==> config.mk <==
export PLATFORM = sky130hd
export DESIGN_NAME = ccp_unit
export DESIGN_NICKNAME = d
export VERILOG_FILES = /design/src/rtl/ccp_pkg.sv /design/src/rtl/ccp_capture.sv /design/src/rtl/ccp_compare.sv /design/src/rtl/ccp_pwm.sv /design/src/rtl/ccp_unit.sv
export SDC_FILE = /design/constraint.sdc
export NUM_CORES = 1
export LEC_CHECK = 0
export ABC_AREA = 1
export ABC_CLOCK_PERIOD_IN_PS = 1600
export BUFFER_PORTS_ARGS = -buffer_cell sky130_fd_sc_hd__clkbuf_2
export CELL_PAD_IN_SITES_DETAIL_PLACEMENT = 0
export CELL_PAD_IN_SITES_GLOBAL_PLACEMENT = 1
export CORE_MARGIN = 2
export CORE_UTILIZATION = 35
export DETAILED_ROUTE_END_ITERATION = 10
export PLACE_DENSITY = 0.78
export REMOVE_ABC_BUFFERS = 1
export SYNTH_ARGS = -nofsm -noshare
export SYNTH_HDL_FRONTEND = slang
export SYNTH_SLANG_ARGS = --single-unit
export TNS_END_PERCENT = 100
==> constraint.sdc <==
create_clock -name clk -period 1.6 [get_ports clk]
set_input_delay 0.08 -clock clk [delete_from_list [all_inputs] [get_ports clk]]
set_output_delay 0.08 -clock clk [all_outputs]
set_load 0.01 [all_outputs]
==> src/rtl/ccp_pkg.sv <==
package ccp_pkg;
  typedef enum logic [1:0] {K_OFF, K_CAP, K_CMP, K_PWM} kind_e;

  localparam logic [3:0] M_CAP_FALL = 4'b0100;
  localparam logic [3:0] M_CAP_RISE = 4'b0101;
  localparam logic [3:0] M_CAP_4    = 4'b0110;
  localparam logic [3:0] M_CAP_16   = 4'b0111;
  localparam logic [3:0] M_CMP_SET  = 4'b1000;
  localparam logic [3:0] M_CMP_CLR  = 4'b1001;
  localparam logic [3:0] M_CMP_IRQ  = 4'b1010;
  localparam logic [3:0] M_CMP_TRIG = 4'b1011;

  function automatic kind_e mode_kind(input logic [3:0] m);
    casez (m)
      4'b11??: mode_kind = K_PWM;
      4'b10??: mode_kind = K_CMP;
      4'b01??: mode_kind = K_CAP;
      default: mode_kind = K_OFF;
    endcase
  endfunction
endpackage

==> src/rtl/ccp_capture.sv <==
module ccp_capture import ccp_pkg::*; #(
  parameter int TMR_W = 16,
  parameter int PRE_W = 4
) (
  input  logic             clk,
  input  logic             rst_n,
  input  logic [3:0]       mode_i,
  input  logic             mode_chg_i,
  input  logic             pin_i,
  input  logic [TMR_W-1:0] timer_i,
  output logic [TMR_W-1:0] cap_o,
  output logic             irq_o
);
  localparam logic [PRE_W-1:0] LAST_4  = PRE_W'(3);
  localparam logic [PRE_W-1:0] LAST_16 = PRE_W'(15);

  logic             prev_q, irq_q, irq_n;
  logic [PRE_W-1:0] cnt_q, cnt_n;
  logic [TMR_W-1:0] cap_q, cap_n;
  logic             rise, fall, ev;
  logic [PRE_W-1:0] last;

  assign rise = pin_i & ~prev_q;
  assign fall = ~pin_i & prev_q;
  assign last = (mode_i == M_CAP_4) ? LAST_4 : LAST_16;

  always_comb begin
    ev    = 1'b0;
    cnt_n = cnt_q;
    unique case (mode_i)
      M_CAP_FALL: ev = fall;
      M_CAP_RISE: ev = rise;
      M_CAP_4, M_CAP_16: begin
        if (!mode_chg_i && rise) begin
          if (cnt_q == last) begin
            ev    = 1'b1;
            cnt_n = '0;
          end else begin
            cnt_n = cnt_q + 1'b1;
          end
        end
      end
      default: ev = 1'b0;
    endcase
    if (mode_chg_i) cnt_n = '0;
    cap_n = ev ? timer_i : cap_q;
    irq_n = ev;
  end

  always_ff @(posedge clk or negedge rst_n) begin
    if (!rst_n) begin
      prev_q <= 1'b0;
      cnt_q  <= '0;
      cap_q  <= '0;
      irq_q  <= 1'b0;
    end else begin
      prev_q <= pin_i;
      cnt_q  <= cnt_n;
      cap_q  <= cap_n;
      irq_q  <= irq_n;
    end
  end

  assign cap_o = cap_q;
  assign irq_o = irq_q;

  AST_CAP_ONLY_ON_EVENT: assert property (@(posedge clk) disable iff (!rst_n)
    !$stable(cap_q) |-> irq_q);
  AST_CAP_IRQ_PULSE: assert property (@(posedge clk) disable iff (!rst_n)
    irq_q |=> !irq_q);
endmodule

==> src/rtl/ccp_compare.sv <==
module ccp_compare import ccp_pkg::*; #(
  parameter int TMR_W = 16
) (
  input  logic             clk,
  input  logic             rst_n,
  input  logic [3:0]       mode_i,
  input  logic             mode_chg_i,
  input  logic [TMR_W-1:0] timer_i,
  input  logic [TMR_W-1:0] cmp_i,
  output logic             pin_o,
  output logic             irq_o,
  output logic             go_o
);
  logic eq, eq_q, hit;
  logic pin_q, pin_n, irq_q, go_q, go_n;

  assign eq  = (timer_i == cmp_i);
  assign hit = eq & ~eq_q & (mode_kind(mode_i) == K_CMP);

  always_comb begin
    pin_n = pin_q;
    if (mode_chg_i) begin
      if (mode_i == M_CMP_SET) pin_n = 1'b0;
      if (mode_i == M_CMP_CLR) pin_n = 1'b1;
    end
    if (hit) begin
      if (mode_i == M_CMP_SET) pin_n = 1'b1;
      if (mode_i == M_CMP_CLR) pin_n = 1'b0;
    end
    go_n = hit & (mode_i == M_CMP_TRIG);
  end

  always_ff @(posedge clk or negedge rst_n) begin
    if (!rst_n) begin
      eq_q  <= 1'b0;
      pin_q <= 1'b0;
      irq_q <= 1'b0;
      go_q  <= 1'b0;
    end else begin
      eq_q  <= eq;
      pin_q <= pin_n;
      irq_q <= hit;
      go_q  <= go_n;
    end
  end

  assign pin_o = pin_q;
  assign irq_o = irq_q;
  assign go_o  = go_q;

  AST_CMP_PIN_RISE_SRC: assert property (@(posedge clk) disable iff (!rst_n)
    $rose(pin_q) |-> ($past(mode_i) == M_CMP_SET || $past(mode_i) == M_CMP_CLR));
  AST_CMP_IRQ_ONCE: assert property (@(posedge clk) disable iff (!rst_n)
    irq_q |=> !irq_q);
  AST_TRIG_PULSE: assert property (@(posedge clk) disable iff (!rst_n)
    go_q |-> (irq_q && $past(mode_i) == M_CMP_TRIG));
endmodule

==> src/rtl/ccp_pwm.sv <==
module ccp_pwm #(
  parameter int DUTY_W = 10
) (
  input  logic              clk,
  input  logic              rst_n,
  input  logic              en_i,
  input  logic [DUTY_W-1:0] duty_i,
  input  logic [DUTY_W-1:0] cnt_i,
  input  logic              start_i,
  output logic              out_o
);
  logic [DUTY_W-1:0] duty_q, duty_n;
  logic              out_q, out_n;
  logic              duty_en;

  assign duty_en = en_i & start_i;

  always_comb begin
    duty_n = duty_en ? duty_i : duty_q;
    out_n  = out_q;
    if (!en_i)                out_n = 1'b0;
    else if (start_i)         out_n = (duty_i != '0);
    else if (cnt_i == duty_q) out_n = 1'b0;
  end

  always_ff @(posedge clk or negedge rst_n) begin
    if (!rst_n) begin
      duty_q <= '0;
      out_q  <= 1'b0;
    end else begin
      duty_q <= duty_n;
      out_q  <= out_n;
    end
  end

  assign out_o = out_q;

  AST_PWM_RISE_AT_START: assert property (@(posedge clk) disable iff (!rst_n)
    $rose(out_q) |-> $past(start_i));
  AST_PWM_DUTY_SHADOW: assert property (@(posedge clk) disable iff (!rst_n)
    !$past(start_i) |-> $stable(duty_q));
endmodule

==> src/rtl/ccp_unit.sv <==
module ccp_unit import ccp_pkg::*; #(
  parameter int TMR_W     = 16,
  parameter int DUTY_HI_W = 8,
  parameter int DUTY_LO_W = 2,
  parameter int PRE_W     = 4,
  localparam int DUTY_W   = DUTY_HI_W + DUTY_LO_W,
  localparam int CTRL_W   = 4 + DUTY_LO_W
) (
  input  logic                 clk,
  input  logic                 rst_n,
  input  logic [CTRL_W-1:0]    ctrl_i,
  input  logic [TMR_W-1:0]     timer_i,
  input  logic [TMR_W-1:0]     cmp_val_i,
  input  logic                 cap_pin_i,
  input  logic [DUTY_HI_W-1:0] duty_hi_i,
  input  logic [DUTY_W-1:0]    pwm_cnt_i,
  input  logic                 pwm_start_i,
  output logic [TMR_W-1:0]     cap_val_o,
  output logic                 pin_o,
  output logic                 irq_o,
  output logic                 tmr_clr_o,
  output logic                 adc_go_o
);
  logic [1:0]  rst_sync_q;
  logic        rst_int_n;
  logic [3:0]  mode, mode_q;
  logic        mode_chg;
  kind_e       kind;
  logic        cap_irq, cmp_irq, cmp_pin, pwm_out, go;

  always_ff @(posedge clk or negedge rst_n) begin
    if (!rst_n) rst_sync_q <= 2'b00;
    else        rst_sync_q <= {rst_sync_q[0], 1'b1};
  end
  assign rst_int_n = rst_sync_q[1];

  assign mode     = ctrl_i[3:0];
  assign kind     = mode_kind(mode);
  assign mode_chg = (mode != mode_q);

  always_ff @(posedge clk or negedge rst_int_n) begin
    if (!rst_int_n) mode_q <= '0;
    else            mode_q <= mode;
  end

  ccp_capture #(.TMR_W(TMR_W), .PRE_W(PRE_W)) u_cap (
    .clk(clk), .rst_n(rst_int_n), .mode_i(mode), .mode_chg_i(mode_chg),
    .pin_i(cap_pin_i), .timer_i(timer_i), .cap_o(cap_val_o), .irq_o(cap_irq));

  ccp_compare #(.TMR_W(TMR_W)) u_cmp (
    .clk(clk), .rst_n(rst_int_n), .mode_i(mode), .mode_chg_i(mode_chg),
    .timer_i(timer_i), .cmp_i(cmp_val_i), .pin_o(cmp_pin), .irq_o(cmp_irq),
    .go_o(go));

  ccp_pwm #(.DUTY_W(DUTY_W)) u_pwm (
    .clk(clk), .rst_n(rst_int_n), .en_i(kind == K_PWM),
    .duty_i({duty_hi_i, ctrl_i[CTRL_W-1:4]}), .cnt_i(pwm_cnt_i),
    .start_i(pwm_start_i), .out_o(pwm_out));

  always_comb begin
    unique case (kind)
      K_PWM:   pin_o = pwm_out;
      K_CMP:   pin_o = (mode == M_CMP_SET || mode == M_CMP_CLR) ? cmp_pin : 1'b0;
      default: pin_o = 1'b0;
    endcase
  end

  assign irq_o     = cap_irq | cmp_irq;
  assign tmr_clr_o = go;
  assign adc_go_o  = go;

  AST_OFF_QUIET: assert property (@(posedge clk) disable iff (!rst_int_n)
    (kind == K_OFF && $past(kind) == K_OFF) |-> !irq_o);
  AST_RESET_QUIET: assert property (@(posedge clk)
    !rst_int_n |-> (!irq_o && !adc_go_o && cap_val_o == '0));
endmodule

==> flow_summary.rst <==
.. list-table::
   :header-rows: 1

   * - Metric
     - Value
   * - Run status
     - finished, final reports clean
   * - Relative contribution of the clock network to total power
     - 30.7%
   * - Number of violations of the max-capacitance limit
     - 0
   * - Final non-filler cell total
     - 511
   * - Slew at the pin closest to its max-slew limit
     - 0.528 ns
   * - Vias
     - 2333
   * - Number of CTS-inserted buffers
     - 5
   * - Share of synthesized area occupied by flip-flops and latches
     - 45.0%
   * - Avg Cell Area, Syn
     - 7.29 µm²
   * - Post-detail-place hpwl
     - 4.33 mm
   * - Setup slack at placement
     - 0.0679 ns
   * - Peak VDD IR
     - 0.468 mV
   * - Row Count
     - 30
   * - Highest clock rate
     - 671 MHz
   * - Final setup skew
     - 0.0101 ns
   * - Min-Delay Path Class
     - input pin to flop
   * - Grt ovf
     - 0
   * - # setup viols final
     - 0
   * - Post-route setup slack
     - 0.110 ns
   * - Multi-input gate area
     - 1140 µm²
   * - Net switching power
     - 0.000837 W
   * - Area Growth Syn to Fin
     - 33.9%
   * - X dimension of the die
     - 86.6 µm
   * - Clock latency on the worst-skew pair
     - 0.30 ns
   * - Detailed-routing iteration count for the pre-antenna-repair pass
     - 4
   * - Pint
     - 0.00204 W
   * - Fraction of power spent switching nets
     - 29.1%
   * - Share of layout cells above drive strength 1
     - 28.3%
   * - Number of nets in the layout
     - 491
   * - Worst Hold Margin
     - 0.00896 ns
   * - Startpoint type of the worst setup path
     - flop
   * - Starting density of the core
     - 35.8%
   * - Biggest fanout along the worst timing path
     - 5
   * - Worst slew margin relative to its limit
     - 64.8%
   * - Per-cell routed wire length
     - 11.7 µm
   * - Buffer depth of the longest clock path
     - 2
   * - DIE AREA
     - 7500 µm²
   * - CTS tree
     - built
   * - Nature of the critical path endpoint
     - flop
   * - Leakage power of the design
     - 1.85 nW
   * - Largest net degree at the start of global routing
     - 42
   * - Routed via count divided by cell count
     - 4.57
   * - Fin crit period
     - 1.49 ns
   * - Number of global-route vias before repair
     - 2206
   * - Number of max-slew violations in the final report
     - 0
   * - Data arrival time of the critical path
     - 1.68 ns
   * - Ratio of total power to cell area
     - 899 nW/µm²
   * - Final period utilization
     - 93.1%
   * - Critical path start-end classification
     - flop to flop
   * - Filler Cells Inserted
     - 709
   * - DRC marker count from the first detailed-route iteration
     - 78
   * - RD Place Congestion
     - 0.809
   * - Total count of hold-check failures in the final report
     - 0
   * - Required time of the critical path
     - 1.79 ns
   * - Number of synthesized register bits
     - 43
   * - Synthesized instance count
     - 328
   * - Input/output buffers
     - 79
   * - Num Clock Sinks
     - 43
   * - Warnings from Yosys
     - 0
   * - Reg area
     - 1080 µm²
   * - Total routed wirelength
     - 5.96 mm
   * - Clk pin slew, worst setup/hold paths
     - 0.09 ns
   * - Antenna violations before repair
     - 0
   * - Relative contribution of sequential cells to total power
     - 46.6%
   * - Num ports
     - 80
   * - Number of nets with antenna violations after detailed routing
     - 0
   * - Die extent in y
     - 86.6 µm
   * - H-tree level count
     - 2
   * - Core Region
     - 6680 µm²
   * - Distinct cells, synth
     - 28
   * - Library cell contributing the largest single delay on the critical path
     - dfrtp_1
   * - Synth Cell Area
     - 2390 µm²
   * - DRC violations left
     - 0
   * - Clock Root Buffer
     - clkbuf_8
   * - Number of antenna repair diodes
     - 0
   * - Cell count after placement
     - 487
   * - Critical Path Most Common Cell
     - nand2_1
   * - Largest stage delay on the critical path
     - 0.39 ns
   * - Portion of total power attributed to combinational logic
     - 22.7%
   * - Global-route wire length before repair
     - 9.64 mm
   * - Total routing usage reported by global routing
     - 16.2%
   * - Ordered cell list for the critical path
     - nand2_1, nand2_1, nor2_2, nand2_2, nor2_4, nand3_4, buf_4, nand4_1, nand2_1
==> synthesized netlist by cell type <==
master    count  area share [%]
nand2_1     106              17
inv_1        49             7.7
dfrtp_1      43              45
nor2_1       38             6.0
nand4_1      18             4.7
nand3_1      13             2.7
o21ai_0      13             2.7
xor2_1        9             3.3
nor3_1        6             1.3
a21oi_1       5             1.0
inv_2         4            0.63
clkbuf_1      3            0.47
mux2_2        3             1.4
nor2_2        3            0.79
nand3_4       2             1.5
a21oi_2       1            0.37
a31o_2        1            0.37
and2_1        1            0.26
and3_1        1            0.26
buf_2         1            0.21
buf_4         1            0.31
buf_8         1            0.63
conb_1        1            0.16
ha_1          1            0.52
nand2_2       1            0.26
nor4_1        1            0.26
o22ai_1       1            0.26
or2_2         1            0.26
==> routing by layer <==
metal  vias to the layer above  wire [µm]  track usage, %  part of all wire (%)
met5                         -          0               0                     0
met4                         0        103            5.40                   1.7
met2                        50       2810            26.5                    47
met3                         7        285            3.71                   4.8
li1                       1226          -               -                     -
met1                      1050       2770            21.1                    46
==> registers in the layout, indices dropped and copies added (netlist names) <==
| signal | cells |
|---|---|
| u_cap.cap_o | 16 |
| u_cmp.eq_q | 1 |
| u_cmp.pin_o | 1 |
| mode_q | 4 |
| u_cap.irq_o | 1 |
| u_pwm.out_o | 1 |
| rst_sync_q | 2 |
| u_cmp.irq_o | 1 |
| u_cap.prev_q | 1 |
| u_cap.cnt_q | 4 |
| u_pwm.duty_q | 10 |
| u_cmp.go_o | 1 |
==> cell families after synthesis <==
| group | Yosys count | share of synthesized area [%] |
|---|---|---|
| AND/OR/NAND/NOR | 191 | 34.9 |
| buffers and inverters | 59 | 9.95 |
| flip-flops | 43 | 45.0 |
| AO/OA/AOI/OAI | 21 | 4.76 |
| XOR/XNOR | 9 | 3.30 |
| multiplexers | 3 | 1.41 |
| adder cells (fa/ha/maj) | 1 | 0.523 |
| other | 1 | 0.157 |
==> metrics by stage <==
step	total power [W]	cell area, µm²	utilization, %	setup TNS (ns)
after floorplan	0.00170	2350	-	0
after global placement	0.00199	2890	43.3	0
after detailed placement	0.00199	2890	43.3	0
after CTS	0.00290	3090	46.3	0
after global routing	0.00306	3200	47.9	-0.145
final	0.00288	3200	47.9	0
==> critical path, delay by kind of cell, from the launching register on <==
kind	cells	cell delay, ns
buffers and inverters	1	0.19
AND/OR/NAND/NOR	8	0.82
flip-flops	1	0.39
==> power groups by stage <==
stage | registers, W | clock network [W] | logic, W
after floorplan | 0.00140 | 0 | 0.000298
after global placement | 0.00136 | 0 | 0.000625
after detailed placement | 0.00136 | 0 | 0.000633
after CTS | 0.00134 | 0.000912 | 0.000651
after global routing | 0.00136 | 0.000954 | 0.000749
final | 0.00134 | 0.000884 | 0.000652
==> final timing paths <==
kind | slack, ns | depth (start not counted) | end | start
max in group asynchronous | 0.90 | 1 | mode_q[2] | rst_sync_q[1]
min reg2reg | 0.32 | 1 | u_pwm.duty_q[2] | rst_sync_q[1]
min in group asynchronous | 0.09 | 2 | rst_sync_q[1] | rst_n
max | 0.11 | 9 | u_cap.cap_o[0] | mode_q[1]
max reg2reg | 0.11 | 9 | u_cap.cap_o[0] | mode_q[1]
min | 0.009 | 3 | u_cap.cap_o[4] | timer_i[4]
==> layout make-up <==
class,count,area share [%]
clock inverters,2,1.09
well taps,80,3.13
repair buffers,98,17.8
flip-flops and latches,43,33.7
multi-input cells,229,35.5
clock buffers,6,2.58
inverters,53,6.22
==> cell usage in the layout, fill, tap and decap left out, types with 2 or more instances in the layout <==
cell type,n
nand3_1,13
a21oi_1,5
nor2_1,35
buf_4,10
inv_1,49
nor2_2,5
clkbuf_8,6
o21ai_0,13
xor2_1,9
nand2_1,106
nand4_1,18
clkbuf_2,79
nand3_2,2
dfrtp_1,42
mux2_2,3
dlygate4sd3_1,8
nor3_1,6
nand3_4,3
inv_2,4
==> what timing repair did <==
item	4_1_cts	5_1_grt
endpoints found under the setup margin	0	19
endpoints found under the hold margin	9	0
setup buffers	0	5
gates resized for setup	0	7
hold buffers	8	0
(Power assumes the default switching activity.)
